File: config.mk
export PLATFORM = sky130hd
export DESIGN_NAME = typed_store_buffer
export DESIGN_NICKNAME = d
export VERILOG_FILES = /design/src/rtl/osb_pkg.sv /design/src/rtl/osb_tag_norm.sv /design/src/rtl/osb_attr_eval.sv /design/src/rtl/osb_fifo.sv /design/src/rtl/osb_hazard.sv /design/src/rtl/typed_store_buffer.sv
export SDC_FILE = /design/constraint.sdc
export NUM_CORES = 1
export LEC_CHECK = 0
export BUFFER_PORTS_ARGS = -buffer_cell sky130_fd_sc_hd__buf_2
export CORE_MARGIN = 5
export CORE_UTILIZATION = 55
export DETAILED_ROUTE_END_ITERATION = 7
export PLACE_DENSITY = 0.76
export SYNTH_ARGS = -nofsm -noshare
export SYNTH_HDL_FRONTEND = slang
export SYNTH_SLANG_ARGS = --single-unit
File: constraint.sdc
create_clock -name clk -period 4.21 [get_ports clk]
set_clock_uncertainty 0.05 [all_clocks]
set_input_delay 0.842 -clock clk [delete_from_list [all_inputs] [get_ports clk]]
set_output_delay 0.842 -clock clk [all_outputs]
set_load 0.05 [all_outputs]
File: src/rtl/osb_pkg.sv
// Shared types for the memory-type-aware store buffer.
// Assumes 2-bit type and policy codes on the requester side; reserved codes
// are folded onto defined ones by the normalising helpers.
package osb_pkg;

    typedef enum logic [1:0] {
        MT_NORMAL = 2'b00,
        MT_DEVICE = 2'b01,
        MT_STRONG = 2'b10
    } mtype_e;

    typedef enum logic [1:0] {
        POL_NC = 2'b00,
        POL_WT = 2'b01,
        POL_WB = 2'b10
    } policy_e;

    typedef struct packed {
        mtype_e  mt;
        logic    shared;
        policy_e pol;
    } tag_t;

    // Fold the reserved type code onto Strongly Ordered.
    function automatic mtype_e norm_mtype(input logic [1:0] code);
        case (code)
            2'b00:   return MT_NORMAL;
            2'b01:   return MT_DEVICE;
            default: return MT_STRONG;
        endcase
    endfunction

    // Fold the reserved policy code onto non-cacheable.
    function automatic policy_e norm_policy(input logic [1:0] code);
        case (code)
            2'b01:   return POL_WT;
            2'b10:   return POL_WB;
            default: return POL_NC;
        endcase
    endfunction

endpackage

File: src/rtl/osb_tag_norm.sv
// Turns raw requester attributes into a normalised tag and classifies the
// request as buffered (Normal or Device write) or direct (everything else).
// Purely combinational; assumes the inputs are stable while up_valid is high.
module osb_tag_norm
    import osb_pkg::*;
(
    input  logic       write,
    input  logic [1:0] mtype_raw,
    input  logic       shared_raw,
    input  logic [1:0] policy_raw,
    output tag_t       tag,
    output logic       buffered
);

    // Build the tag and decide which path the request takes.
    always_comb begin
        tag.mt     = norm_mtype(mtype_raw);
        tag.shared = shared_raw;
        tag.pol    = norm_policy(policy_raw);
        buffered   = write && (tag.mt != MT_STRONG);
    end

endmodule

File: src/rtl/osb_attr_eval.sv
// Derives the downstream attributes from a normalised tag: the effective
// shared flag (Strongly Ordered is always shared) and whether the access
// may be cached (Normal, non-shared, write-through or write-back only).
module osb_attr_eval
    import osb_pkg::*;
(
    input  tag_t tag,
    output logic eff_shared,
    output logic cacheable
);

    // Evaluate shared and cacheable attributes.
    always_comb begin
        eff_shared = tag.shared || (tag.mt == MT_STRONG);
        cacheable  = (tag.mt == MT_NORMAL) && !tag.shared &&
                     ((tag.pol == POL_WT) || (tag.pol == POL_WB));
    end

endmodule

File: src/rtl/osb_fifo.sv
// Ring-buffer storage for posted writes. Exposes the head entry for draining
// and a per-slot view (valid, address, tag) for the ordering checks.
// Assumes the caller never pushes when full nor pops when empty.
module osb_fifo
    import osb_pkg::*;
#(
    parameter int AW    = 32,
    parameter int DW    = 32,
    parameter int DEPTH = 4,
    localparam int SW   = DW / 8,
    localparam int PW   = (DEPTH > 1) ? $clog2(DEPTH) : 1,
    localparam int LW   = $clog2(DEPTH + 1)
) (
    input  logic                      clk,
    input  logic                      rst_n,
    input  logic                      push,
    input  logic [AW-1:0]             push_addr,
    input  logic [DW-1:0]             push_data,
    input  logic [SW-1:0]             push_strb,
    input  tag_t                      push_tag,
    input  logic                      pop,
    output logic [AW-1:0]             head_addr,
    output logic [DW-1:0]             head_data,
    output logic [SW-1:0]             head_strb,
    output tag_t                      head_tag,
    output logic [DEPTH-1:0]          slot_valid,
    output logic [DEPTH-1:0][AW-1:0]  slot_addr,
    output tag_t [DEPTH-1:0]          slot_tag,
    output logic [LW-1:0]             level,
    output logic                      full,
    output logic                      empty
);

    logic [DEPTH-1:0][AW-1:0] mem_addr;
    logic [DEPTH-1:0][DW-1:0] mem_data;
    logic [DEPTH-1:0][SW-1:0] mem_strb;
    tag_t [DEPTH-1:0]         mem_tag;
    logic [DEPTH-1:0]         vld_q;
    logic [PW-1:0]            wr_ptr;
    logic [PW-1:0]            rd_ptr;
    logic [LW-1:0]            count;

    // Advance a slot pointer with wrap at DEPTH.
    function automatic logic [PW-1:0] ptr_next(input logic [PW-1:0] p);
        return (p == PW'(DEPTH - 1)) ? '0 : p + PW'(1);
    endfunction

    // Pointer, occupancy and valid-bit bookkeeping.
    always_ff @(posedge clk) begin
        if (!rst_n) begin
            wr_ptr <= '0;
            rd_ptr <= '0;
            count  <= '0;
            vld_q  <= '0;
        end else begin
            if (push) begin
                vld_q[wr_ptr] <= 1'b1;
                wr_ptr        <= ptr_next(wr_ptr);
            end
            if (pop) begin
                vld_q[rd_ptr] <= 1'b0;
                rd_ptr        <= ptr_next(rd_ptr);
            end
            case ({push, pop})
                2'b10:   count <= count + LW'(1);
                2'b01:   count <= count - LW'(1);
                default: count <= count;
            endcase
        end
    end

    // Payload storage; contents are only meaningful where the valid bit is set.
    always_ff @(posedge clk) begin
        if (push) begin
            mem_addr[wr_ptr] <= push_addr;
            mem_data[wr_ptr] <= push_data;
            mem_strb[wr_ptr] <= push_strb;
            mem_tag[wr_ptr]  <= push_tag;
        end
    end

    // Present head entry, slot views and status.
    always_comb begin
        head_addr  = mem_addr[rd_ptr];
        head_data  = mem_data[rd_ptr];
        head_strb  = mem_strb[rd_ptr];
        head_tag   = mem_tag[rd_ptr];
        slot_valid = vld_q;
        slot_addr  = mem_addr;
        slot_tag   = mem_tag;
        level      = count;
        full       = (count == LW'(DEPTH));
        empty      = (count == '0);
    end

    p_no_overflow_r8: assert property (@(posedge clk) disable iff (!rst_n)
        push |-> (count < LW'(DEPTH)));

    p_no_underflow_r2: assert property (@(posedge clk) disable iff (!rst_n)
        pop |-> (vld_q != '0));

    p_level_hold_r8: assert property (@(posedge clk) disable iff (!rst_n)
        (!push && !pop) |=> $stable(count));

endmodule

File: src/rtl/osb_hazard.sv
// Decides whether a direct request must wait for buffered entries:
// Strongly Ordered waits for an empty buffer, a Device read for no buffered
// Device write, a Normal read for no buffered write to the same address.
// Buffered-class requests never wait here.
module osb_hazard
    import osb_pkg::*;
#(
    parameter int AW    = 32,
    parameter int DEPTH = 4
) (
    input  logic                     req_write,
    input  logic [AW-1:0]            req_addr,
    input  tag_t                     req_tag,
    input  logic [DEPTH-1:0]         slot_valid,
    input  logic [DEPTH-1:0][AW-1:0] slot_addr,
    input  tag_t [DEPTH-1:0]         slot_tag,
    output logic                     must_wait,
    output logic                     dev_pending
);

    logic any_valid;
    logic any_match;

    // Scan all slots for Device entries and address matches.
    always_comb begin
        any_valid   = |slot_valid;
        dev_pending = 1'b0;
        any_match   = 1'b0;
        for (int i = 0; i < DEPTH; i++) begin
            if (slot_valid[i]) begin
                if (slot_tag[i].mt == MT_DEVICE) dev_pending = 1'b1;
                if (slot_addr[i] == req_addr)    any_match   = 1'b1;
            end
        end
    end

    // Apply the ordering rule for the request's memory type.
    always_comb begin
        case (req_tag.mt)
            MT_STRONG: must_wait = any_valid;
            MT_DEVICE: must_wait = !req_write && dev_pending;
            default:   must_wait = !req_write && any_match;
        endcase
    end

endmodule

File: src/rtl/typed_store_buffer.sv
// Memory-type-aware store buffer. Posts Normal and Device writes into a FIFO
// drained in order; sends reads and Strongly Ordered traffic directly once
// the entries they must not overtake have drained. A direct request that is
// clear to go takes the downstream port ahead of the buffer head.
// Assumes the requester holds its request stable until up_ready.
module typed_store_buffer
    import osb_pkg::*;
#(
    parameter int AW    = 32,
    parameter int DW    = 32,
    parameter int DEPTH = 4,
    localparam int SW   = DW / 8,
    localparam int LW   = $clog2(DEPTH + 1)
) (
    input  logic          clk,
    input  logic          rst_n,
    input  logic          up_valid,
    output logic          up_ready,
    input  logic          up_write,
    input  logic [AW-1:0] up_addr,
    input  logic [DW-1:0] up_wdata,
    input  logic [SW-1:0] up_strb,
    input  logic [1:0]    up_mtype,
    input  logic          up_shared,
    input  logic [1:0]    up_policy,
    input  logic          barrier_req,
    output logic          dn_valid,
    input  logic          dn_ready,
    output logic          dn_write,
    output logic [AW-1:0] dn_addr,
    output logic [DW-1:0] dn_wdata,
    output logic [SW-1:0] dn_strb,
    output logic [1:0]    dn_mtype,
    output logic          dn_shared,
    output logic          dn_cacheable,
    output logic [LW-1:0] fill_level
);

    tag_t                     req_tag;
    logic                     req_buffered;
    logic                     push;
    logic                     pop;
    logic [AW-1:0]            head_addr;
    logic [DW-1:0]            head_data;
    logic [SW-1:0]            head_strb;
    tag_t                     head_tag;
    logic [DEPTH-1:0]         slot_valid;
    logic [DEPTH-1:0][AW-1:0] slot_addr;
    tag_t [DEPTH-1:0]         slot_tag;
    logic                     fifo_full;
    logic                     fifo_empty;
    logic                     must_wait;
    logic                     dev_pending;
    logic                     barrier_block;
    logic                     direct_go;
    tag_t                     out_tag;

    osb_tag_norm i_norm (
        .write      (up_write),
        .mtype_raw  (up_mtype),
        .shared_raw (up_shared),
        .policy_raw (up_policy),
        .tag        (req_tag),
        .buffered   (req_buffered)
    );

    osb_fifo #(.AW(AW), .DW(DW), .DEPTH(DEPTH)) i_fifo (
        .clk        (clk),
        .rst_n      (rst_n),
        .push       (push),
        .push_addr  (up_addr),
        .push_data  (up_wdata),
        .push_strb  (up_strb),
        .push_tag   (req_tag),
        .pop        (pop),
        .head_addr  (head_addr),
        .head_data  (head_data),
        .head_strb  (head_strb),
        .head_tag   (head_tag),
        .slot_valid (slot_valid),
        .slot_addr  (slot_addr),
        .slot_tag   (slot_tag),
        .level      (fill_level),
        .full       (fifo_full),
        .empty      (fifo_empty)
    );

    osb_hazard #(.AW(AW), .DEPTH(DEPTH)) i_hazard (
        .req_write   (up_write),
        .req_addr    (up_addr),
        .req_tag     (req_tag),
        .slot_valid  (slot_valid),
        .slot_addr   (slot_addr),
        .slot_tag    (slot_tag),
        .must_wait   (must_wait),
        .dev_pending (dev_pending)
    );

    osb_attr_eval i_attr (
        .tag        (out_tag),
        .eff_shared (dn_shared),
        .cacheable  (dn_cacheable)
    );

    // Arbitration between the direct path and the buffer head, and the upstream handshake.
    always_comb begin
        barrier_block = barrier_req && !fifo_empty;
        direct_go     = up_valid && !req_buffered && !must_wait && !barrier_block;
        push          = up_valid && req_buffered && !fifo_full && !barrier_block;
        pop           = !direct_go && !fifo_empty && dn_ready;
        if (req_buffered) up_ready = !fifo_full && !barrier_block;
        else              up_ready = !must_wait && !barrier_block && dn_ready;
    end

    // Select the downstream payload.
    always_comb begin
        dn_valid = direct_go || !fifo_empty;
        if (direct_go) begin
            dn_write = up_write;
            dn_addr  = up_addr;
            dn_wdata = up_wdata;
            dn_strb  = up_strb;
            out_tag  = req_tag;
        end else begin
            dn_write = 1'b1;
            dn_addr  = head_addr;
            dn_wdata = head_data;
            dn_strb  = head_strb;
            out_tag  = head_tag;
        end
        dn_mtype = out_tag.mt;
    end

    p_strong_alone_r4: assert property (@(posedge clk) disable iff (!rst_n)
        (dn_valid && dn_mtype == MT_STRONG) |-> (fill_level == '0));

    p_dev_read_clear_r3: assert property (@(posedge clk) disable iff (!rst_n)
        (dn_valid && !dn_write && dn_mtype == MT_DEVICE) |-> !dev_pending);

    p_barrier_hold_r9: assert property (@(posedge clk) disable iff (!rst_n)
        (up_valid && barrier_req && fill_level != '0) |-> !up_ready);

    p_direct_taken_r4: assert property (@(posedge clk) disable iff (!rst_n)
        (up_valid && up_ready && !req_buffered) |-> (dn_valid && dn_ready && dn_addr == up_addr));

    p_strong_shared_r5: assert property (@(posedge clk) disable iff (!rst_n)
        (dn_valid && dn_mtype == MT_STRONG) |-> dn_shared);

    p_shared_uncached_r6: assert property (@(posedge clk) disable iff (!rst_n)
        dn_cacheable |-> (dn_mtype == MT_NORMAL && !dn_shared));

    p_reset_empty_r10: assert property (@(posedge clk)
        !rst_n |=> (fill_level == '0));

endmodule

==> impl_metrics.yaml, run 1 <==
clocking:
  cts_buffer_depth: 3
  cts_buffers: 30
  cts_tree: "done"
  clk_latency_ps: 550
  root_buffer: "clkbuf_16"
  clock_sinks: 303
  cts_max_level: 1
  path_clk_slew_ps: 60
die:
  die-area_um2: 28200
  io_pins: 157
  num_rows: 57
  die_y_um: 168
  core-area_um2: 24500
  die_w_um: 168
  start_util_pct: 56.1
worst_setup_path:
  critPathMaxStageDelay_ps: 410
  r2r_cells: 16
  reg2reg_slack_ps: 700
  cp-end-kind: "output port"
  arrival_ps: 3220
  crit_path_max_fanout: 13
  crit_slowest_cell: "or3_4"
  path_class: "in -> out"
  r2r-end: "i_fifo.level[2]"
  r2r-start: "i_fifo.slot_addr[71]"
  required_ps: 3320
  path_cells: "buf_2 -> xor2_1 -> nor4_1 -> nand3_1 -> nor3_1 -> or3_4 -> o31ai_4 -> buf_6 -> buf_12 -> mux2_2 -> clkbuf_4"
  critPathLaunchType: "input pin"
logic_synthesis:
  synth_xor_area_share_pct: 8.37
  syn_nets: 862
  synthMuxAreaShare_pct: 17.8
  seq_area_frac_synth_pct: 65.5
  synth_ff_type: "edfxtp_1"
  synth_area_um2: 13700
  avgSynthCellArea_um2: 17.7
  synth-adder-area-share_pct: 0.967
  syn_inst: 773
  synth-edff-count: 292
  synth-simple-area-share_pct: 3.60
  async_flop_share_pct: 0
  synth_compound_area_share_pct: 1.36
  ys_types: 42
  yosys_warnings: 0
  synth_top_family_by_area: "multiplexers"
  ys_ff_latch: 303
sta:
  slew_headroom_pct: 57.8
  holdWs_ps: 462
  fin_crit_sh_pct: 97.8
  fmax_ghz: 0.243
  worst_slew_pin_slew_ps: 633
  fin_crit_ps: 4120
  fin_ws_ps: 93.3
  hold_viol_final: 0
  setup-violations-final: 0
  final-max-slew-violation-count: 0
final_layout:
  finish.utilization_pct: 65.7
  final_common_cell: "edfxtp_1"
  ff_latch_area_um2: 9000
  n_fill_cell: 1690
  multi_input_area_um2: 4490
  nets: 1024
  syn_to_final_growth_pct: 17.2
  drive_above_1_share_pct: 40.1
  layout_common_cells: "edfxtp_1, buf_2, xor2_1"
  stdcell_count: 1281
  num_antenna_cells: 0
routing:
  remaining_drc_errors: 0
  wl_um: 29500
  drtAntennaViolNets: 0
  vias: 7451
  dr.pass1.iters: 5
  drt-initial-drc-count: 603
  vias_per_cell: 5.82
  post_drt_wl_per_cell_um: 23.1
grt:
  grt_pass1_wl_um: 44800
  gr-usage-all-layers_pct: 20.4
  grt_max_degree: 45
  grt_antenna_before_repair: 4
  grt.overflow.total: 0
  grt_pass1_vias: 7502
power_and_ir_drop:
  cellPowerDensity_nw_per_um2: 446
  p_leak_nw: 5.44
  max-vdd-ir-drop_mv: 0.379
  switchingPower_mw: 1.86
  p_sw_share_pct: 26.0
  pwr-share-seq_pct: 47.3
  p_clk_share_pct: 36.7
  p_int_mw: 5.30
  combPwrFrac_pct: 16.1
placed_design:
  dp_cells: 1224
  place_congestion: 0.823
  pre_cts_ws_ps: -2.04
  numPortBuffers: 156
  dp_hpwl_um: 19200
run_status:
  status: "finished clean"
flow_run:
  drv_cap: 0
hold_path:
  min_from: "i_fifo.level[2]"
  hold_depth: 2
  hold_path_end: "i_fifo.level[2]"
  hp-class: "reg -> reg"
layer usage:
layer  GRT usage [%]  part of all wire, %
met1            30.4                   43
met2            31.7                   48
met3            4.60                  7.4
met4            3.53                  1.6
met5               0                 0.14
cell type report:
cell class	count	area share (%)
Inverter	9	0.210
Tap cell	324	2.52
Clock inverter	18	1.25
Clock buffer	36	4.81
Sequential cell	303	56.0
Multi-Input combinational cell	402	27.9
Timing Repair Buffer	189	7.31
power groups by stage:
stage	registers [mW]	clock network (mW)	logic, mW
floorplan	3.45	0	0.842
detailed placement	3.45	0	1.13
CTS	3.39	2.67	1.13
global route	3.39	2.82	1.22
global placement	3.45	0	1.12
finish	3.39	2.63	1.15
worst max-delay path: cells and delay by family:
family,cells,cell delay (ps)
xor+xnor,1,270
simple gates,4,710
mux,1,390
buf+inv,4,750
compound gates,1,240
cell usage after synthesis (11+ instances only):
cell type  number  share of area (%)
edfxtp_1      292                 64
xor2_1        109                7.0
xnor2_1        22                1.4
clkbuf_1       12               0.33
buf_2          39                1.4
dfxtp_1        11                1.6
nand2_1        14               0.38
mux4_2         73                 12
mux2_2         58                4.8
nor4_1         26                1.2
o21ai_0        12               0.44
mux2_1         11               0.90
state kept, by name (all words and copies together), names as in the netlist:
signal	count
i_fifo.mem_data	128
i_fifo.slot_addr	128
i_fifo.slot_tag	20
i_fifo.mem_strb	16
i_fifo.slot_valid	4
i_fifo.level	3
i_fifo.rd_ptr	2
i_fifo.wr_ptr	2
metrics by stage:
stage / setup TNS (ps) / total power, mW / cell area [µm²]
global route: -0.239 / 7.43 / 16100
detailed placement: -2.04 / 4.58 / 15000
finish: 0 / 7.17 / 16100
floorplan: -61.8 / 4.29 / 13700
CTS: 0 / 7.20 / 16000
global placement: 0 / 4.56 / 15000
kinds of logic after synthesis:
family,count (synthesis)
flops,303
compound gates,29
xor+xnor,131
mux,144
simple gates,88
buf+inv,68
fa+ha+maj,10
timing repair:
| item | CTS | global route |
|---|---|---|
| setup endpoints to repair | 4 | 64 |
| hold buffers | 0 | 0 |
| buffers inserted | 1 | 0 |
| resized for setup | 3 | 12 |
| pin swaps | 1 | 2 |
| gates cloned | 0 | 2 |
worst max path at each step:
stage / start / end / slack (ps) / cells past startpoint
floorplan: up_addr[1] / dn_cacheable / -20 / 10
global route: up_addr[2] / dn_addr[21] / -0.2 / 12
global placement: up_addr[27] / dn_addr[21] / 40 / 10
finish: up_addr[10] / dn_addr[21] / 90 / 11
detailed placement: up_addr[27] / dn_addr[21] / -2 / 10
CTS: up_addr[16] / dn_addr[21] / 20 / 12
(Power assumes the default switching activity.)
==> inputs of run 2 (changes only) <==
- CORE_MARGIN: 5 -> default
==> run 2 against run 1 <==
Against the previous run:
- total power grew 2.9%
- critical path type unchanged
- final cell count is 2.3% higher
- non-clock buffer count up 24
- worst hold slack worse by 3.2 ps
- largest power group unchanged
==> impl_metrics.yaml, run 2 (synthesis results as in run 1) <==
routing:
  dr.pass1.iters: 5
  wl_um: 28800
  remaining_drc_errors: 0
  vias: 7455
  drtAntennaViolNets: 0
  drt-initial-drc-count: 620
  post_drt_wl_per_cell_um: 22.0
  vias_per_cell: 5.69
clocking:
  path_clk_slew_ps: 60
  clock_sinks: 303
  cts_max_level: 1
  root_buffer: "clkbuf_16"
  clk_latency_ps: 550
  cts_tree: "done"
  cts_buffer_depth: 3
  cts_buffers: 31
  ctsHoldBuffers: 0
worst_setup_path:
  required_ps: 3320
  path_class: "in -> out"
  r2r-start: "i_fifo.slot_addr[114]"
  r2r-end: "i_fifo.level[2]"
  critPathLaunchType: "input pin"
  crit_path_max_fanout: 26
  crit_slowest_cell: "or3_1"
  path_cells: "buf_2 -> xor2_1 -> nor4_1 -> nand3_1 -> nor3_1 -> or3_1 -> o31ai_4 -> buf_12 -> buf_12 -> mux2_2 -> buf_2"
  arrival_ps: 3230
  cp-end-kind: "output port"
  r2r_cells: 15
  critPathTopFamily: "buffers and inverters"
  reg2reg_slack_ps: 640
  critPathBufInv: 4
  critPathMaxStageDelay_ps: 420
die:
  num_rows: 57
  die_y_um: 160
  io_pins: 157
  die-area_um2: 25600
  core-area_um2: 24400
  start_util_pct: 56.2
  die_w_um: 160
placed_design:
  numPortBuffers: 156
  place_congestion: 0.837
  dpl-instance-area_um2: 15200
  dp_cells: 1249
  dp_hpwl_um: 18900
grt:
  grt_antenna_before_repair: 5
  grt_pass1_vias: 7394
  grt_pass1_wl_um: 44300
  grt.overflow.total: 0
  gr-usage-all-layers_pct: 22.9
  grt_max_degree: 71
hold_path:
  hold_path_end: "i_fifo.level[2]"
  hp-class: "reg -> reg"
  hold_depth: 2
  min_from: "i_fifo.level[2]"
final_layout:
  layout_common_cells: "edfxtp_1, buf_2, xor2_1"
  drive_above_1_share_pct: 41.4
  ff_latch_area_um2: 9000
  syn_to_final_growth_pct: 19.5
  final_common_cell: "edfxtp_1"
  nets: 1049
  n_fill_cell: 1671
  fin_area_um2: 16400
  finish.utilization_pct: 67.2
  multi_input_area_um2: 4470
  stdcell_count: 1310
sta:
  fin_crit_sh_pct: 97.9
  worst_slew_pin_slew_ps: 610
  slew_headroom_pct: 59.3
  final-max-slew-violation-count: 0
  fmax_ghz: 0.243
  hold_viol_final: 0
  setup-violations-final: 0
  fin_crit_ps: 4120
  rsz0062_at_grt: "yes"
power_and_ir_drop:
  cellPowerDensity_nw_per_um2: 450
  max-vdd-ir-drop_mv: 0.378
  p_leak_nw: 5.63
flow_run:
  drv_cap: 0
run_status:
  status: "finished clean"
-- run 2: final cells by class --
cell class	count	share of cell area, %
diodes	2	0.0305
clock buffers	41	5.15
clock inverters	16	1.26
inverters	9	0.206
multi-input cells	402	27.3
flip-flops and latches	303	54.9
well taps	324	2.47
repair buffers	213	8.69
-- run 2: metal layers --
layer  part of all wire [%]  vias to the layer above  GRT usage (%)  routed length (µm)
met4                    1.7                        6           5.06                 497
met5                   0.10                        -              0                  30
met2                     48                      250           36.1               13800
li1                       -                     3386              -                   -
met1                     44                     3771           33.7               12700
met3                    6.2                       42           4.13                1780
-- run 2: through the flow --
step	setup TNS (ps)	hold WS [ps]	setup WS [ps]	total power, mW
global route	-9.21	451	-3.35	7.58
CTS	0	446	33.6	7.38
global placement	-76.3	447	-38.9	4.57
floorplan	-61.8	487	-20.6	4.29
finish	0	458	86.7	7.37
detailed placement	-1110	453	-99.2	4.59
-- run 2: tightest hold or removal path, delay by kind of cell (launching register included) --
family	cells	cell delay, ps
compound gates	2	140
flops	1	330
-- run 2: how the worst max path moves through the flow --
stage	startpoint	endpoint	slack, ps	cells past startpoint
floorplan	up_addr[1]	dn_cacheable	-20	10
global placement	up_addr[22]	dn_addr[21]	-40	11
detailed placement	up_addr[22]	i_fifo.level[2]	-100	16
CTS	up_addr[8]	dn_addr[21]	30	12
global route	up_addr[28]	dn_wdata[23]	-3	12
finish	up_addr[8]	dn_wdata[3]	90	11
-- run 2: power by group --
part	switching, mW	leakage [nW]	internal [mW]
clock	1.10	0.506	1.70
sequential	0.0284	2.73	3.35
combinational	0.753	2.40	0.435
total	1.88	5.63	5.49
-- run 2: timing repair --
action                                  in CTS  in global routing
endpoints found under the setup margin      70                 69
resized for setup                            3                 63
pin swaps                                    3                  5
buffers inserted                             1                  1
==> inputs of run 3 (changes only) <==
==> constraint.sdc (replaced) <==
create_clock -name clk -period 4.21 [get_ports clk]
set_clock_uncertainty 0.05 [all_clocks]
set_input_delay 0.2105 -clock clk [delete_from_list [all_inputs] [get_ports clk]]
set_output_delay 0.2105 -clock clk [all_outputs]
set_load 0.05 [all_outputs]
==> run 3 against run 2 <==
Against the previous run:
- clock power decreased by 8.2%
- total power is 3.8% lower
- highest routed layer is now met4
- register-to-register slack lost 60 ps
- critical path depth unchanged
- final cell count increased by 1.5%
- utilization grew 0.19 points
- fmax rose by 6.2%
- die area is the same
- global-route usage is 0.59 points higher
- critical path type unchanged
- sequential share of layout area down 0.16 points
- clock-buffer cell count up 1
==> impl_metrics.yaml, run 3 (synthesis results as in run 1) <==
final_layout:
  drive_above_1_share_pct: 34.7
  n_fill_cell: 1677
  nets: 1072
  final_common_cell: "edfxtp_1"
  layout_common_cells: "edfxtp_1, buf_2, xor2_1"
  syn_to_final_growth_pct: 19.8
  stdcell_count: 1330
  num_antenna_cells: 0
grt:
  grt_antenna_before_repair: 0
  grt_pass1_vias: 7717
  grt_max_degree: 78
  grt.overflow.total: 0
  grt_pass1_wl_um: 45300
  gr-usage-all-layers_pct: 23.5
die:
  die_w_um: 160
  io_pins: 157
  die-area_um2: 25600
  start_util_pct: 56.2
  num_rows: 57
  die_y_um: 160
  core-area_um2: 24400
sta:
  final-max-slew-violation-count: 0
  fmax_ghz: 0.258
  rsz0062_at_grt: "no"
  setup-violations-final: 0
  hold_viol_final: 0
  fin_crit_sh_pct: 92.2
  worst_slew_pin_slew_ps: 780
  slew_headroom_pct: 48.0
  tns_ps: 0
  fin_ws_ps: 329
  fin_crit_ps: 3880
worst_setup_path:
  crit_path_max_fanout: 77
  required_ps: 3950
  cp-end-kind: "output port"
  critPathLaunchType: "input pin"
  arrival_ps: 3620
  path_class: "in -> out"
  r2r_cells: 13
routing:
  drt-initial-drc-count: 607
  wl_um: 29000
  remaining_drc_errors: 0
  dr.pass1.iters: 5
  vias_per_cell: 5.69
  post_drt_wl_per_cell_um: 21.8
  drtAntennaViolNets: 0
  vias: 7566
power_and_ir_drop:
  max-vdd-ir-drop_mv: 0.341
  cellPowerDensity_nw_per_um2: 432
  p_leak_nw: 5.58
  power.total_mw: 7.10
placed_design:
  dp_cells: 1202
  place_congestion: 0.786
  numPortBuffers: 156
  dp_hpwl_um: 17800
  pre_cts_ws_ps: 665
clocking:
  path_clk_slew_ps: 60
  clk_latency_ps: 550
  clock_sinks: 303
  cts_buffer_depth: 3
  cts_max_level: 1
  cts_buffers: 30
  cts_tree: "done"
  root_buffer: "clkbuf_16"
flow_run:
  drv_cap: 0
run_status:
  status: "finished clean"
hold_path:
  hp-class: "in -> reg"
  hold_depth: 4
-- run 3: per-layer routing --
layer	track usage, %	part of all wire, %	wire [µm]	up-vias
li1	-	-	-	3429
met4	5.45	1.6	471	0
met3	3.90	6.6	1920	31
met5	0	0	0	-
met1	33.9	43	12500	3843
met2	37.9	49	14100	263
-- run 3: worst paths after layout --
path              slack [ps]                to                  from
setup / recovery         330        dn_addr[2]           up_addr[28]
hold / removal            90  i_fifo.rd_ptr[0]              dn_ready
setup reg to reg         580   i_fifo.level[2]  i_fifo.slot_addr[46]
hold reg to reg          480   i_fifo.level[2]       i_fifo.level[2]
-- run 3: area by class of cell --
cell class | instances | area [µm²] | share of cell area (%)
flip-flops and latches | 303 | 9000 | 54.8
multi-input cells | 402 | 4420 | 26.9
repair buffers | 237 | 1630 | 9.89
clock buffers | 42 | 837 | 5.09
well taps | 324 | 405 | 2.47
clock inverters | 13 | 111 | 0.678
inverters | 9 | 33.8 | 0.206
-- run 3: metrics by stage --
step / cell area, µm² / utilization, % / hold WS, ps
after global placement: 14700 / 60.5 / 384
after global routing: 16400 / 67.4 / 85.9
final: 16400 / 67.4 / 85.6
after floorplan: 13700 / - / 259
after detailed placement: 14700 / 60.5 / 391
after CTS: 16400 / 67.3 / 63.3
-- run 3: what timing repair did --
| item | in CTS | in global routing |
|---|---|---|
| buffers inserted | 0 | 0 |
| endpoints found under the hold margin | 299 | 0 |
| endpoints found under the setup margin | 0 | 60 |
| gates resized for setup | 0 | 1 |
| hold buffers | 73 | 0 |
-- run 3: where the power goes --
group          switching [mW]  internal, mW  total, mW  leakage, nW
Sequential             0.0305          3.35       3.38         2.73
Combinational           0.743         0.400       1.14         2.38
Clock                    1.07          1.50       2.57        0.471
Total                    1.84          5.25       7.10         5.58
-- run 3: critical path, stage by stage --
cell and delay, ps:
dlygate4sd3_1 520, buf_2 210, xor2_1 380, nor4_1 100
nand4_1 120, nor3_1 70, or3_1 380, o31ai_4 280
buf_6 620, mux2_2 430, buf_2 210
